[config.mk]
export PLATFORM = sky130hd
export DESIGN_NAME = cdl_engine
export DESIGN_NICKNAME = d
export VERILOG_FILES = /design/src/rtl/cdl_pkg.sv /design/src/rtl/cdl_regs.sv /design/src/rtl/cdl_inbound.sv /design/src/rtl/cdl_outbound.sv /design/src/rtl/cdl_irq.sv /design/src/rtl/cdl_engine.sv
export SDC_FILE = /design/constraint.sdc
export NUM_CORES = 1
export LEC_CHECK = 0
export BUFFER_PORTS_ARGS = -buffer_cell sky130_fd_sc_hd__buf_2
export CAP_MARGIN = 0
export CELL_PAD_IN_SITES_DETAIL_PLACEMENT = 1
export CELL_PAD_IN_SITES_GLOBAL_PLACEMENT = 2
export CORE_ASPECT_RATIO = 1.2
export CORE_MARGIN = 3
export CORE_UTILIZATION = 30
export DETAILED_ROUTE_END_ITERATION = 7
export HOLD_SLACK_MARGIN = 0.08
export PLACE_DENSITY = 0.82
export SLEW_MARGIN = 25
export SYNTH_ARGS = -nofsm -noshare
export SYNTH_HDL_FRONTEND = slang
export SYNTH_HIERARCHICAL = 1
export SYNTH_SLANG_ARGS = --single-unit
export TNS_END_PERCENT = 100
[constraint.sdc]
create_clock -name clk -period 5.2 [get_ports clk]
set_clock_uncertainty 0.2 [all_clocks]
set_input_delay 0.78 -clock clk [delete_from_list [all_inputs] [get_ports clk]]
set_output_delay 0.78 -clock clk [all_outputs]
set_load 0.01 [all_outputs]
[src/rtl/cdl_pkg.sv]
`timescale 1ns/1ps
package cdl_pkg;
  // register byte offsets decoded by the host driver
  localparam logic [15:0] A_IN_LO    = 16'h4000;
  localparam logic [15:0] A_IN_HI    = 16'h4004;
  localparam logic [15:0] A_WPTR     = 16'h4018;
  localparam logic [15:0] A_CFG      = 16'h402C;
  localparam logic [15:0] A_OUT_LO   = 16'h4050;
  localparam logic [15:0] A_OUT_HI   = 16'h4054;
  localparam logic [15:0] A_SHD_LO   = 16'h4058;
  localparam logic [15:0] A_SHD_HI   = 16'h405C;
  localparam logic [15:0] A_HRIDX    = 16'h4060;
  localparam logic [15:0] A_SHADOW   = 16'h4064;
  localparam logic [15:0] A_CAUSE    = 16'h4088;
  localparam logic [15:0] A_ENABLE   = 16'h408C;
  localparam logic [15:0] A_MSG_CMD  = 16'h4100;
  localparam logic [15:0] A_MSG_RSP  = 16'h4104;
  localparam logic [15:0] A_MSG_DONE = 16'h4108;

  localparam int CAUSE_W = 2;
  localparam int CZ_CPL  = 0;
  localparam int CZ_MSG  = 1;

  function automatic logic [3:0] clamp_log2(input logic [3:0] raw, input int max_lg);
    if (raw == 4'd0) return 4'd1;
    if (int'(raw) > max_lg) return 4'(max_lg);
    return raw;
  endfunction

  function automatic logic [15:0] mask_of(input logic [3:0] lg);
    return (16'd1 << lg) - 16'd1;
  endfunction

  function automatic logic [15:0] ring_next(input logic [15:0] idx, input logic [15:0] mask);
    return (idx + 16'd1) & mask;
  endfunction

  function automatic logic [63:0] unit_addr(input logic [63:0] base, input logic [15:0] idx,
                                            input int lg_bytes);
    return base + (64'(idx) << lg_bytes);
  endfunction
endpackage

[src/rtl/cdl_regs.sv]
`timescale 1ns/1ps
module cdl_regs import cdl_pkg::*; #(
  parameter int MAX_LOG2 = 8,
  parameter int DEF_LOG2 = 3,
  localparam int IW = MAX_LOG2
) (
  input  logic               clk,
  input  logic               rst_n,
  input  logic               reg_wr,
  input  logic [15:0]        reg_addr,
  input  logic [31:0]        reg_wdata,
  output logic [31:0]        reg_rdata,
  input  logic [IW-1:0]      shadow_idx,
  input  logic [CAUSE_W-1:0] cause,
  input  logic               msg_rsp_wr,
  input  logic [31:0]        msg_rsp_data,
  output logic [63:0]        in_base,
  output logic [63:0]        out_base,
  output logic [63:0]        shd_base,
  output logic [IW-1:0]      wr_ptr,
  output logic [IW-1:0]      host_ridx,
  output logic [IW-1:0]      idx_mask,
  output logic [IW-1:0]      load_mask,
  output logic               ring_rst,
  output logic [CAUSE_W-1:0] cause_clr,
  output logic [CAUSE_W-1:0] irq_en,
  output logic [31:0]        msg_cmd,
  output logic               msg_cmd_new
);
  localparam logic [IW-1:0] RST_IDX = IW'(mask_of(4'(DEF_LOG2)));

  logic [3:0]  lg_q;
  logic [3:0]  lg_new;
  logic [31:0] msg_rsp;

  assign lg_new    = clamp_log2(reg_wdata[3:0], MAX_LOG2);
  assign idx_mask  = IW'(mask_of(lg_q));
  assign load_mask = IW'(mask_of(lg_new));
  assign ring_rst  = reg_wr && (reg_addr == A_CFG);
  assign cause_clr = (reg_wr && (reg_addr == A_CAUSE)) ? reg_wdata[CAUSE_W-1:0] : '0;

  always_ff @(posedge clk or negedge rst_n) begin
    if (!rst_n) begin
      lg_q <= 4'(DEF_LOG2);
      in_base <= '0; out_base <= '0; shd_base <= '0;
      wr_ptr <= RST_IDX; host_ridx <= RST_IDX;
      irq_en <= '0; msg_cmd <= '0; msg_cmd_new <= 1'b0; msg_rsp <= '0;
    end else begin
      msg_cmd_new <= reg_wr && (reg_addr == A_MSG_CMD);
      if (msg_rsp_wr) msg_rsp <= msg_rsp_data;
      if (reg_wr) begin
        case (reg_addr)
          A_IN_LO:   in_base[31:0]   <= reg_wdata;
          A_IN_HI:   in_base[63:32]  <= reg_wdata;
          A_OUT_LO:  out_base[31:0]  <= reg_wdata;
          A_OUT_HI:  out_base[63:32] <= reg_wdata;
          A_SHD_LO:  shd_base[31:0]  <= reg_wdata;
          A_SHD_HI:  shd_base[63:32] <= reg_wdata;
          A_WPTR:    wr_ptr    <= reg_wdata[IW-1:0] & idx_mask;
          A_HRIDX:   host_ridx <= reg_wdata[IW-1:0] & idx_mask;
          A_CFG: begin
            lg_q      <= lg_new;
            wr_ptr    <= load_mask;
            host_ridx <= load_mask;
          end
          A_ENABLE:  irq_en  <= reg_wdata[CAUSE_W-1:0];
          A_MSG_CMD: msg_cmd <= reg_wdata;
          default: ;
        endcase
      end
    end
  end

  always_comb begin
    reg_rdata = '0;
    case (reg_addr)
      A_IN_LO:    reg_rdata = in_base[31:0];
      A_IN_HI:    reg_rdata = in_base[63:32];
      A_OUT_LO:   reg_rdata = out_base[31:0];
      A_OUT_HI:   reg_rdata = out_base[63:32];
      A_SHD_LO:   reg_rdata = shd_base[31:0];
      A_SHD_HI:   reg_rdata = shd_base[63:32];
      A_WPTR:     reg_rdata = 32'(wr_ptr);
      A_CFG:      reg_rdata = 32'(lg_q);
      A_HRIDX:    reg_rdata = 32'(host_ridx);
      A_SHADOW:   reg_rdata = 32'(shadow_idx);
      A_CAUSE:    reg_rdata = 32'(cause);
      A_ENABLE:   reg_rdata = 32'(irq_en);
      A_MSG_CMD:  reg_rdata = msg_cmd;
      A_MSG_RSP:  reg_rdata = msg_rsp;
      A_MSG_DONE: reg_rdata = 32'(msg_rsp == msg_cmd);
      default:    reg_rdata = '0;
    endcase
  end

  // ring size field never leaves 1..MAX_LOG2
  assert_cfg_clamp_R6: assert property (@(posedge clk) disable iff (!rst_n)
    (lg_q != 4'd0) && (int'(lg_q) <= MAX_LOG2));

  // device response lands in the response register
  assert_msg_rsp_R8: assert property (@(posedge clk) disable iff (!rst_n)
    msg_rsp_wr |=> (msg_rsp == $past(msg_rsp_data)));
endmodule

[src/rtl/cdl_inbound.sv]
`timescale 1ns/1ps
module cdl_inbound import cdl_pkg::*; #(
  parameter int MAX_LOG2 = 8,
  parameter int DEF_LOG2 = 3,
  parameter int IN_LG    = 4,
  localparam int IW = MAX_LOG2
) (
  input  logic          clk,
  input  logic          rst_n,
  input  logic          ring_rst,
  input  logic [IW-1:0] load_mask,
  input  logic [IW-1:0] idx_mask,
  input  logic [IW-1:0] wr_ptr,
  input  logic [63:0]   in_base,
  output logic [63:0]   mem_addr,
  input  logic [95:0]   mem_data,
  output logic          req_valid,
  input  logic          req_ready,
  output logic [63:0]   req_addr,
  output logic [31:0]   req_size
);
  localparam logic [IW-1:0] RST_IDX = IW'(mask_of(4'(DEF_LOG2)));

  logic [IW-1:0] done_q;
  logic [IW-1:0] nxt;
  logic          taken;

  assign nxt       = IW'(ring_next(16'(done_q), 16'(idx_mask)));
  assign req_valid = (done_q != wr_ptr);
  assign mem_addr  = unit_addr(in_base, 16'(nxt), IN_LG);
  assign req_addr  = mem_data[63:0] & ~64'h1F;
  assign req_size  = mem_data[95:64];
  assign taken     = req_valid && req_ready;

  always_ff @(posedge clk or negedge rst_n) begin
    if (!rst_n)        done_q <= RST_IDX;
    else if (ring_rst) done_q <= load_mask;
    else if (taken)    done_q <= nxt;
  end

  // consumed index stays inside the configured ring
  assert_idx_in_range_R3: assert property (@(posedge clk) disable iff (!rst_n)
    (done_q & ~idx_mask) == '0);
endmodule

[src/rtl/cdl_outbound.sv]
`timescale 1ns/1ps
module cdl_outbound import cdl_pkg::*; #(
  parameter int          MAX_LOG2  = 8,
  parameter int          DEF_LOG2  = 3,
  parameter int          OUT_LG    = 2,
  parameter logic [31:0] HOST_BITS = 32'h8000_0000,
  localparam int IW = MAX_LOG2
) (
  input  logic          clk,
  input  logic          rst_n,
  input  logic          ring_rst,
  input  logic [IW-1:0] load_mask,
  input  logic [IW-1:0] idx_mask,
  input  logic [IW-1:0] host_ridx,
  input  logic [63:0]   out_base,
  input  logic [63:0]   shd_base,
  input  logic          cpl_valid,
  input  logic [31:0]   cpl_flag,
  output logic          cpl_ready,
  output logic          posted,
  output logic [IW-1:0] prod_idx,
  output logic          hwr_en,
  output logic [63:0]   hwr_addr,
  output logic [31:0]   hwr_data
);
  localparam logic [IW-1:0] RST_IDX = IW'(mask_of(4'(DEF_LOG2)));

  logic [IW-1:0] prod_q;
  logic [IW-1:0] nxt;
  logic          shd_pend_q;
  logic          full;

  assign nxt       = IW'(ring_next(16'(prod_q), 16'(idx_mask)));
  assign full      = (nxt == host_ridx);
  assign cpl_ready = !full && !shd_pend_q;
  assign posted    = cpl_valid && cpl_ready;
  assign prod_idx  = prod_q;
  assign hwr_en    = posted || shd_pend_q;
  assign hwr_addr  = shd_pend_q ? shd_base : unit_addr(out_base, 16'(nxt), OUT_LG);
  assign hwr_data  = shd_pend_q ? 32'(prod_q) : (cpl_flag | HOST_BITS);

  always_ff @(posedge clk or negedge rst_n) begin
    if (!rst_n) begin
      prod_q <= RST_IDX; shd_pend_q <= 1'b0;
    end else if (ring_rst) begin
      prod_q <= load_mask; shd_pend_q <= 1'b0;
    end else begin
      if (posted) prod_q <= nxt;
      shd_pend_q <= posted;
    end
  end

  // each posted unit is followed by the shadow write
  assert_shadow_follows_R4: assert property (@(posedge clk) disable iff (!rst_n)
    (posted && !ring_rst) |=> (hwr_en && !cpl_ready && (hwr_addr == shd_base)));

  // a unit write never targets the unit the host reported as its read index
  assert_no_overwrite_R5: assert property (@(posedge clk) disable iff (!rst_n)
    (hwr_en && !shd_pend_q) |-> (hwr_addr != unit_addr(out_base, 16'(host_ridx), OUT_LG)));
endmodule

[src/rtl/cdl_irq.sv]
`timescale 1ns/1ps
module cdl_irq import cdl_pkg::*; (
  input  logic               clk,
  input  logic               rst_n,
  input  logic [CAUSE_W-1:0] cause_set,
  input  logic [CAUSE_W-1:0] cause_clr,
  input  logic [CAUSE_W-1:0] irq_en,
  output logic [CAUSE_W-1:0] cause,
  output logic               irq
);
  always_ff @(posedge clk or negedge rst_n) begin
    if (!rst_n) cause <= '0;
    else        cause <= (cause & ~cause_clr) | cause_set;
  end

  assign irq = |(cause & irq_en);

  // an event always leaves its cause bit set
  assert_cause_set_R7: assert property (@(posedge clk) disable iff (!rst_n)
    cause_set[CZ_CPL] |=> cause[CZ_CPL]);
endmodule

[src/rtl/cdl_engine.sv]
`timescale 1ns/1ps
module cdl_engine import cdl_pkg::*; #(
  parameter int          MAX_LOG2  = 8,
  parameter int          DEF_LOG2  = 3,
  parameter int          IN_LG     = 4,
  parameter int          OUT_LG    = 2,
  parameter logic [31:0] HOST_BITS = 32'h8000_0000
) (
  input  logic        clk,
  input  logic        rst_n,
  input  logic        reg_wr,
  input  logic [15:0] reg_addr,
  input  logic [31:0] reg_wdata,
  output logic [31:0] reg_rdata,
  output logic [63:0] inb_rd_addr,
  input  logic [95:0] inb_rd_data,
  output logic        req_valid,
  input  logic        req_ready,
  output logic [63:0] req_addr,
  output logic [31:0] req_size,
  input  logic        cpl_valid,
  output logic        cpl_ready,
  input  logic [31:0] cpl_flag,
  output logic        hwr_en,
  output logic [63:0] hwr_addr,
  output logic [31:0] hwr_data,
  output logic [31:0] msg_cmd,
  output logic        msg_cmd_new,
  input  logic        msg_rsp_wr,
  input  logic [31:0] msg_rsp_data,
  output logic        irq
);
  localparam int IW = MAX_LOG2;

  logic [63:0]        in_base, out_base, shd_base;
  logic [IW-1:0]      wr_ptr, host_ridx, idx_mask, load_mask, prod_idx;
  logic               ring_rst, posted;
  logic [CAUSE_W-1:0] cause, cause_clr, cause_set, irq_en;

  assign cause_set = {msg_rsp_wr, posted};

  cdl_regs #(.MAX_LOG2(MAX_LOG2), .DEF_LOG2(DEF_LOG2)) u_regs (
    .clk, .rst_n, .reg_wr, .reg_addr, .reg_wdata, .reg_rdata,
    .shadow_idx(prod_idx), .cause, .msg_rsp_wr, .msg_rsp_data,
    .in_base, .out_base, .shd_base, .wr_ptr, .host_ridx, .idx_mask, .load_mask,
    .ring_rst, .cause_clr, .irq_en, .msg_cmd, .msg_cmd_new);

  cdl_inbound #(.MAX_LOG2(MAX_LOG2), .DEF_LOG2(DEF_LOG2), .IN_LG(IN_LG)) u_inb (
    .clk, .rst_n, .ring_rst, .load_mask, .idx_mask, .wr_ptr, .in_base,
    .mem_addr(inb_rd_addr), .mem_data(inb_rd_data),
    .req_valid, .req_ready, .req_addr, .req_size);

  cdl_outbound #(.MAX_LOG2(MAX_LOG2), .DEF_LOG2(DEF_LOG2), .OUT_LG(OUT_LG),
                 .HOST_BITS(HOST_BITS)) u_outb (
    .clk, .rst_n, .ring_rst, .load_mask, .idx_mask, .host_ridx, .out_base, .shd_base,
    .cpl_valid, .cpl_flag, .cpl_ready, .posted, .prod_idx, .hwr_en, .hwr_addr, .hwr_data);

  cdl_irq u_irq (
    .clk, .rst_n, .cause_set, .cause_clr, .irq_en, .cause, .irq);
endmodule

==> summary.txt, run 1 <==
Netlist Area Pre-Place: 0.0198 mm²
Worst Hold Class: input port to asynchronous set/reset pin
CP Launch Type: flop
Routed Antenna Nets: 0
first-pass GRT wire length: 132 mm
clock sink total: 298
WP data required: 4.22 ns
EDFF count, synth: 0
Core Area: 0.0650 mm²
Synth top area share: 35.9%
syn_area_per_cell: 10.2 µm²
cell with the most instances after synthesis: dfrtp_1
all-layer global routing usage: 26.2%
wire per inst: 30.2 µm
full die area: 0.0692 mm²
Synth top cells by count: dfrtp_1, mux2_2, nand2_1
Slew Viols, Final: 0
placed cells: 3034
clk root buf: clkbuf_16
Arrival @ worst endpoint: 4.44 ns
flops & latches, synth: 298
Distinct cells, synth: 86
Crit Path Max Fanout: 7
status: complete, but fails checks
layout cells sized above 1: 48.6%
DRC: 0
peak supply drop: 205 µV
Worst-Skew Late Latency: 0.57 ns
CP endpoint kind: output pin
Slew headroom: 22.9%
Fin. Hold Viols: 0
CTS tree: done
H-tree depth: 2
largest net degree at the start of global routing: 104
failing checks: setup timing
Rows: 102
Max Fclk: 184 MHz
max cap viols: 0
via density per instance: 5.68
post-layout minimum cycle time: 5.42 ns
Initial DRC Count: 1349
utilization after layout: 39.7%
fin nets: 2503
TritonCTS buffer count: 38
total power: 0.00548 W
Worst-Margin Slew: 1.16 ns
vias: 17764
# port buffers: 345
leading post-synthesis cells by cell area: dfrtp_1, mux2_2, xnor2_1
I/O Pins: 539
Pwr per Cell Area: 213 mW/mm²
top cell type by total area after synthesis: dfrtp_1
fin crit share: 104%
ys async rst share: 100%
clk buf depth: 3
DRT Pass-1 Iters: 5
sequential-to-total area share from yosys stat: 37.7%
flop2flop setup slack: 1.29 ns
Cells after Synth: 1936
worst r2r src: u_regs/lg_q[3]
Leak: 13.1 nW
synth-to-layout area growth: 30.1%
slack of the critical path: -0.220 ns
effective utilization at floorplan: 30.5%
CTS hold repair buffers: 0
worst slack at placement: -0.356 ns
antenna violations before repair: 1
GPL Wtd Cong: 0.908
Non-Filler Instances: 3127
post-DP HPWL: 68.7 mm
routed wire length: 94.4 mm
category of the most critical setup path: flop to output pin
final setup vio count: 90
Die Ht: 288 µm
number of global-route vias before repair: 18865
RSZ-0062 raised after global routing: true
Ys Warns: 6
grt total ovfl: 0
worst-case reg-to-reg path depth: 16
ys flop type: dfrtp_1
R2R Path End: u_outb/prod_idx[5]
Die W: 241 µm
Worst-path clk slew: 0.06 ns
## cell usage in the layout, fill, tap and decap left out, drive strengths merged, types with 36 or more instances in the layout
master  count
a22oi      50
and3       80
buf       502
clkbuf     58
dfrtp     284
inv        40
mux2      317
nand2     143
nand3      74
nand4      36
nor2       53
nor3       52
nor4       40
o21ai      91
xnor2     107
xor2       61
## worst max-delay path: stages, from the launching register on
cell and delay [ns]:
dfrtp_1 0.37, or2_4 0.25, or3_4 0.41, ha_4 0.20, nor3_4 0.17, mux2i_1 0.13
o21ai_2 0.17, nand2b_1 0.11, mux2i_4 0.23, ha_4 0.25, buf_6 0.12, a21oi_4 0.16
o21ai_4 0.10, a31oi_4 0.26, clkbuf_16 0.25, nor4bb_4 0.07, xor2_1 0.19, mux2_4 0.30
buf_6 0.13
## flip-flops by register name (all words and copies together) (netlist names), 2 cells and up
name,cells
u_regs/irq_en,2
u_regs/msg_cmd,32
u_irq/cause,2
u_regs/shd_base,64
u_regs/wr_ptr,8
u_regs/lg_q,4
u_regs/in_base,64
u_regs/out_base,64
u_outb/prod_idx,8
u_regs/host_ridx,8
u_inb/done_q,8
u_regs/msg_rsp,32
## routing by layer
metal	global-route usage, %	up-vias	wire [µm]
li1	-	7565	-
met1	30.7	9076	35700
met2	44.9	803	46100
met3	4.24	320	6130
met4	15.5	0	6520
met5	0	-	0
## cells by family after synthesis
family / synth area share (%)
multiplexers: 19.9
flip-flops: 37.7
buffers and inverters: 7.62
XOR/XNOR: 7.43
AO/OA/AOI/OAI: 9.36
other: 0.0379
AND/OR/NAND/NOR: 16.4
adder cells (fa/ha/maj): 1.46
## final cells by class
| class | count | area, µm² |
|---|---|---|
| clock buffers | 56 | 1160 |
| flip-flops and latches | 298 | 7480 |
| repair buffers | 504 | 3420 |
| multi-input cells | 1387 | 12400 |
| fillers | 7128 | 39200 |
| well taps | 832 | 1040 |
| inverters | 38 | 143 |
| diodes | 1 | 2.50 |
| clock inverters | 11 | 101 |
## power by group
| group | leakage (nW) | total [W] | internal, W | switching (W) |
|---|---|---|---|---|
| combinational | 8.42 | 0.000376 | 0.000124 | 0.000252 |
| sequential | 4.02 | 0.00239 | 0.00235 | 0.0000473 |
| clock | 0.629 | 0.00271 | 0.00160 | 0.00111 |
## how the worst max path moves through the flow
stage,depth (start not counted),slack (ns),from,to
after floorplan,17,0.10,u_regs/lg_q[3],hwr_addr[40]
after global placement,19,-0.28,u_regs/lg_q[3],hwr_addr[26]
after detailed placement,19,-0.36,u_regs/lg_q[3],hwr_addr[26]
after CTS,18,-0.26,u_regs/lg_q[3],hwr_addr[41]
after global routing,19,-0.42,u_regs/lg_q[3],hwr_addr[59]
final,18,-0.22,u_regs/lg_q[3],hwr_addr[41]
## metrics by stage
step / TNS, ns / hold slack [ns] / instance area, µm²
2_1_floorplan: 0 / 0.268 / 19800
3_3_place_gp: -1.46 / 0.284 / 22400
3_5_place_dp: -6.94 / 0.306 / 22400
4_1_cts: -11.90 / 0.102 / 25000
5_1_grt: -24.77 / 0.0850 / 25800
6_report: -9.05 / 0.0242 / 25800
## what timing repair did
| item | 4_1_cts | 5_1_grt |
|---|---|---|
| cloned | 2 | 1 |
| setup buffers | 27 | 19 |
| resized for setup | 248 | 154 |
| setup endpoints to repair | 110 | 107 |
| pin swaps | 65 | 89 |
(Power assumes the default switching activity.)
==> inputs of run 2 (changes only) <==
--- a/config.mk
+++ b/config.mk
@@ -8,10 +8,10 @@
 export BUFFER_PORTS_ARGS = -buffer_cell sky130_fd_sc_hd__buf_2
 export CAP_MARGIN = 0
 export CELL_PAD_IN_SITES_DETAIL_PLACEMENT = 1
-export CELL_PAD_IN_SITES_GLOBAL_PLACEMENT = 2
+export CELL_PAD_IN_SITES_GLOBAL_PLACEMENT = 1
 export CORE_ASPECT_RATIO = 1.2
 export CORE_MARGIN = 3
-export CORE_UTILIZATION = 30
+export CORE_UTILIZATION = 37
 export DETAILED_ROUTE_END_ITERATION = 7
 export HOLD_SLACK_MARGIN = 0.08
 export PLACE_DENSITY = 0.82
==> run 2 against run 1 <==
The run still ends with setup timing left; cell count decreased by 3.9%; wire length increased by 12%; via count increased by 9.7%; register-to-register slack got worse by 0.38 ns; global-route usage increased by 7.4 points; count of clock-buffer cells in the layout decreased by 5; fmax decreased by 9.4%; design area increased by 1.0%; largest power group unchanged; highest routed layer is now met5.
==> summary.txt, run 2 (same netlist as run 1, synthesis figures left out) <==
full die area: 0.0564 mm²
I/O Pins: 539
fin nets: 2505
TritonCTS buffer count: 37
category of the most critical setup path: flop to output pin
Max Fclk: 167 MHz
layout cells sized above 1: 49.5%
final-layout fill cell count: 5733
Slew headroom: 16.5%
R2R Path End: u_outb/prod_idx[4]
commonest non-fill, non-tap cell in the layout: buf_2
all-layer global routing usage: 33.6%
DRC: 0
clk buf depth: 3
CTS hold repair buffers: 0
Multi-input gate area: 0.0127 mm²
failing checks: setup timing
# port buffers: 345
worst-case reg-to-reg path depth: 17
GPL Wtd Cong: 0.952
post-DP HPWL: 67.1 mm
peak supply drop: 191 µV
largest net degree at the start of global routing: 114
Die Ht: 260 µm
CP Launch Type: flop
clk root buf: clkbuf_16
worst r2r src: u_regs/lg_q[3]
CP endpoint kind: output pin
Worst-Skew Late Latency: 0.57 ns
Slew Viols, Final: 0
post-layout minimum cycle time: 5.98 ns
number of global-route vias before repair: 20226
WP data required: 4.22 ns
Die W: 217 µm
max cap viols: 0
clock sink total: 298
Worst Hold Class: input port to asynchronous set/reset pin
hold slack: 0.0479 ns
final setup vio count: 100
Crit Path Max Fanout: 6
fin crit share: 115%
FF/Latch Area: 0.00748 mm²
first-pass GRT wire length: 140 mm
Pwr per Cell Area: 214 mW/mm²
Fin. Hold Viols: 0
antenna violations before repair: 8
vias: 19479
Worst-Margin Slew: 1.25 ns
flop2flop setup slack: 0.91 ns
H-tree depth: 2
utilization after layout: 49.4%
status: complete, but fails checks
RSZ-0062 raised after global routing: true
slack of the critical path: -0.780 ns
wire per inst: 35.3 µm
Leak: 13.2 nW
synth-to-layout area growth: 31.4%
Worst-path clk slew: 0.06 ns
Routed Antenna Nets: 0
effective utilization at floorplan: 37.6%
Core Area: 0.0527 mm²
via density per instance: 6.48
CTS tree: done
DRT Pass-1 Iters: 6
Top Registers: u_regs/in_base (64), u_regs/out_base (64), u_regs/shd_base (64)
routed wire length: 106 mm
Rows: 92
grt total ovfl: 0
most frequent cells in the layout: buf_2, dfrtp_1, mux2_2
Arrival @ worst endpoint: 5.00 ns
Initial DRC Count: 2172
-- run 2: area by class of cell --
class | instances | share of cell area [%]
clock buffers | 51 | 4.19
diodes | 3 | 0.0288
inverters | 38 | 0.557
repair buffers | 507 | 13.7
multi-input cells | 1387 | 48.8
clock inverters | 15 | 0.625
flip-flops and latches | 298 | 28.7
well taps | 705 | 3.39
-- run 2: worst max path at each step --
stage / from / to / cells past startpoint
final: u_regs/lg_q[3] / hwr_addr[59] / 21
after global routing: u_regs/lg_q[3] / hwr_addr[59] / 21
after CTS: u_regs/lg_q[3] / inb_rd_addr[32] / 18
after detailed placement: u_regs/lg_q[3] / hwr_addr[26] / 21
after global placement: u_regs/lg_q[3] / hwr_addr[26] / 21
after floorplan: u_regs/lg_q[3] / hwr_addr[40] / 17
-- run 2: worst max-delay path, cell delays in order (launching register included) --
cell and delay [ns]:
dfrtp_1 0.38, or2_4 0.26, or3_4 0.35, ha_4 0.20, nor3_4 0.15, mux2i_1 0.11
o21ai_1 0.14, buf_4 0.15, buf_12 0.11, nand2_4 0.05, mux2i_4 0.22, ha_4 0.23
nand2_4 0.07, o211ai_1 0.29, nand2_1 0.17, buf_12 0.18, buf_8 0.13, nor4_4 0.40
xnor2_1 0.30, o21ai_1 0.24, buf_4 0.17, buf_2 0.13
-- run 2: where the power goes --
group	leakage, nW	switching (W)	internal [W]
sequential	4.02	0.0000498	0.00235
clock	0.619	0.00115	0.00162
combinational	8.57	0.000268	0.000124
total	13.2	0.00147	0.00409
-- run 2: per-stage QoR --
stage	power (W)	TNS, ns	cell area [µm²]	setup slack, ns	instances
after floorplan	0.00263	0	19800	0.100	1941
after global placement	0.00279	-0.0994	22200	-0.0917	2892
after detailed placement	0.00280	-1.01	22200	-0.174	2893
after CTS	0.00553	-8.70	25200	-0.276	2994
after global routing	0.00568	-35.71	26000	-0.866	3003
final	0.00556	-24.18	26000	-0.780	3004
-- run 2: metal layers --
layer  vias to the layer above  routed length, µm  global-route usage, %
li1                       7581                  -                      -
met1                      9661              34200                   36.4
met2                      1534              49700                   57.1
met3                       695              11200                   8.01
met4                         8              11100                   24.8
met5                         -                 57                      0
-- run 2: timing repair --
action / in CTS / in global routing
endpoints found under the setup margin: 110 / 106
buffers inserted: 36 / 20
gates cloned: 4 / 0
pin swaps: 95 / 97
gates resized for setup: 322 / 150
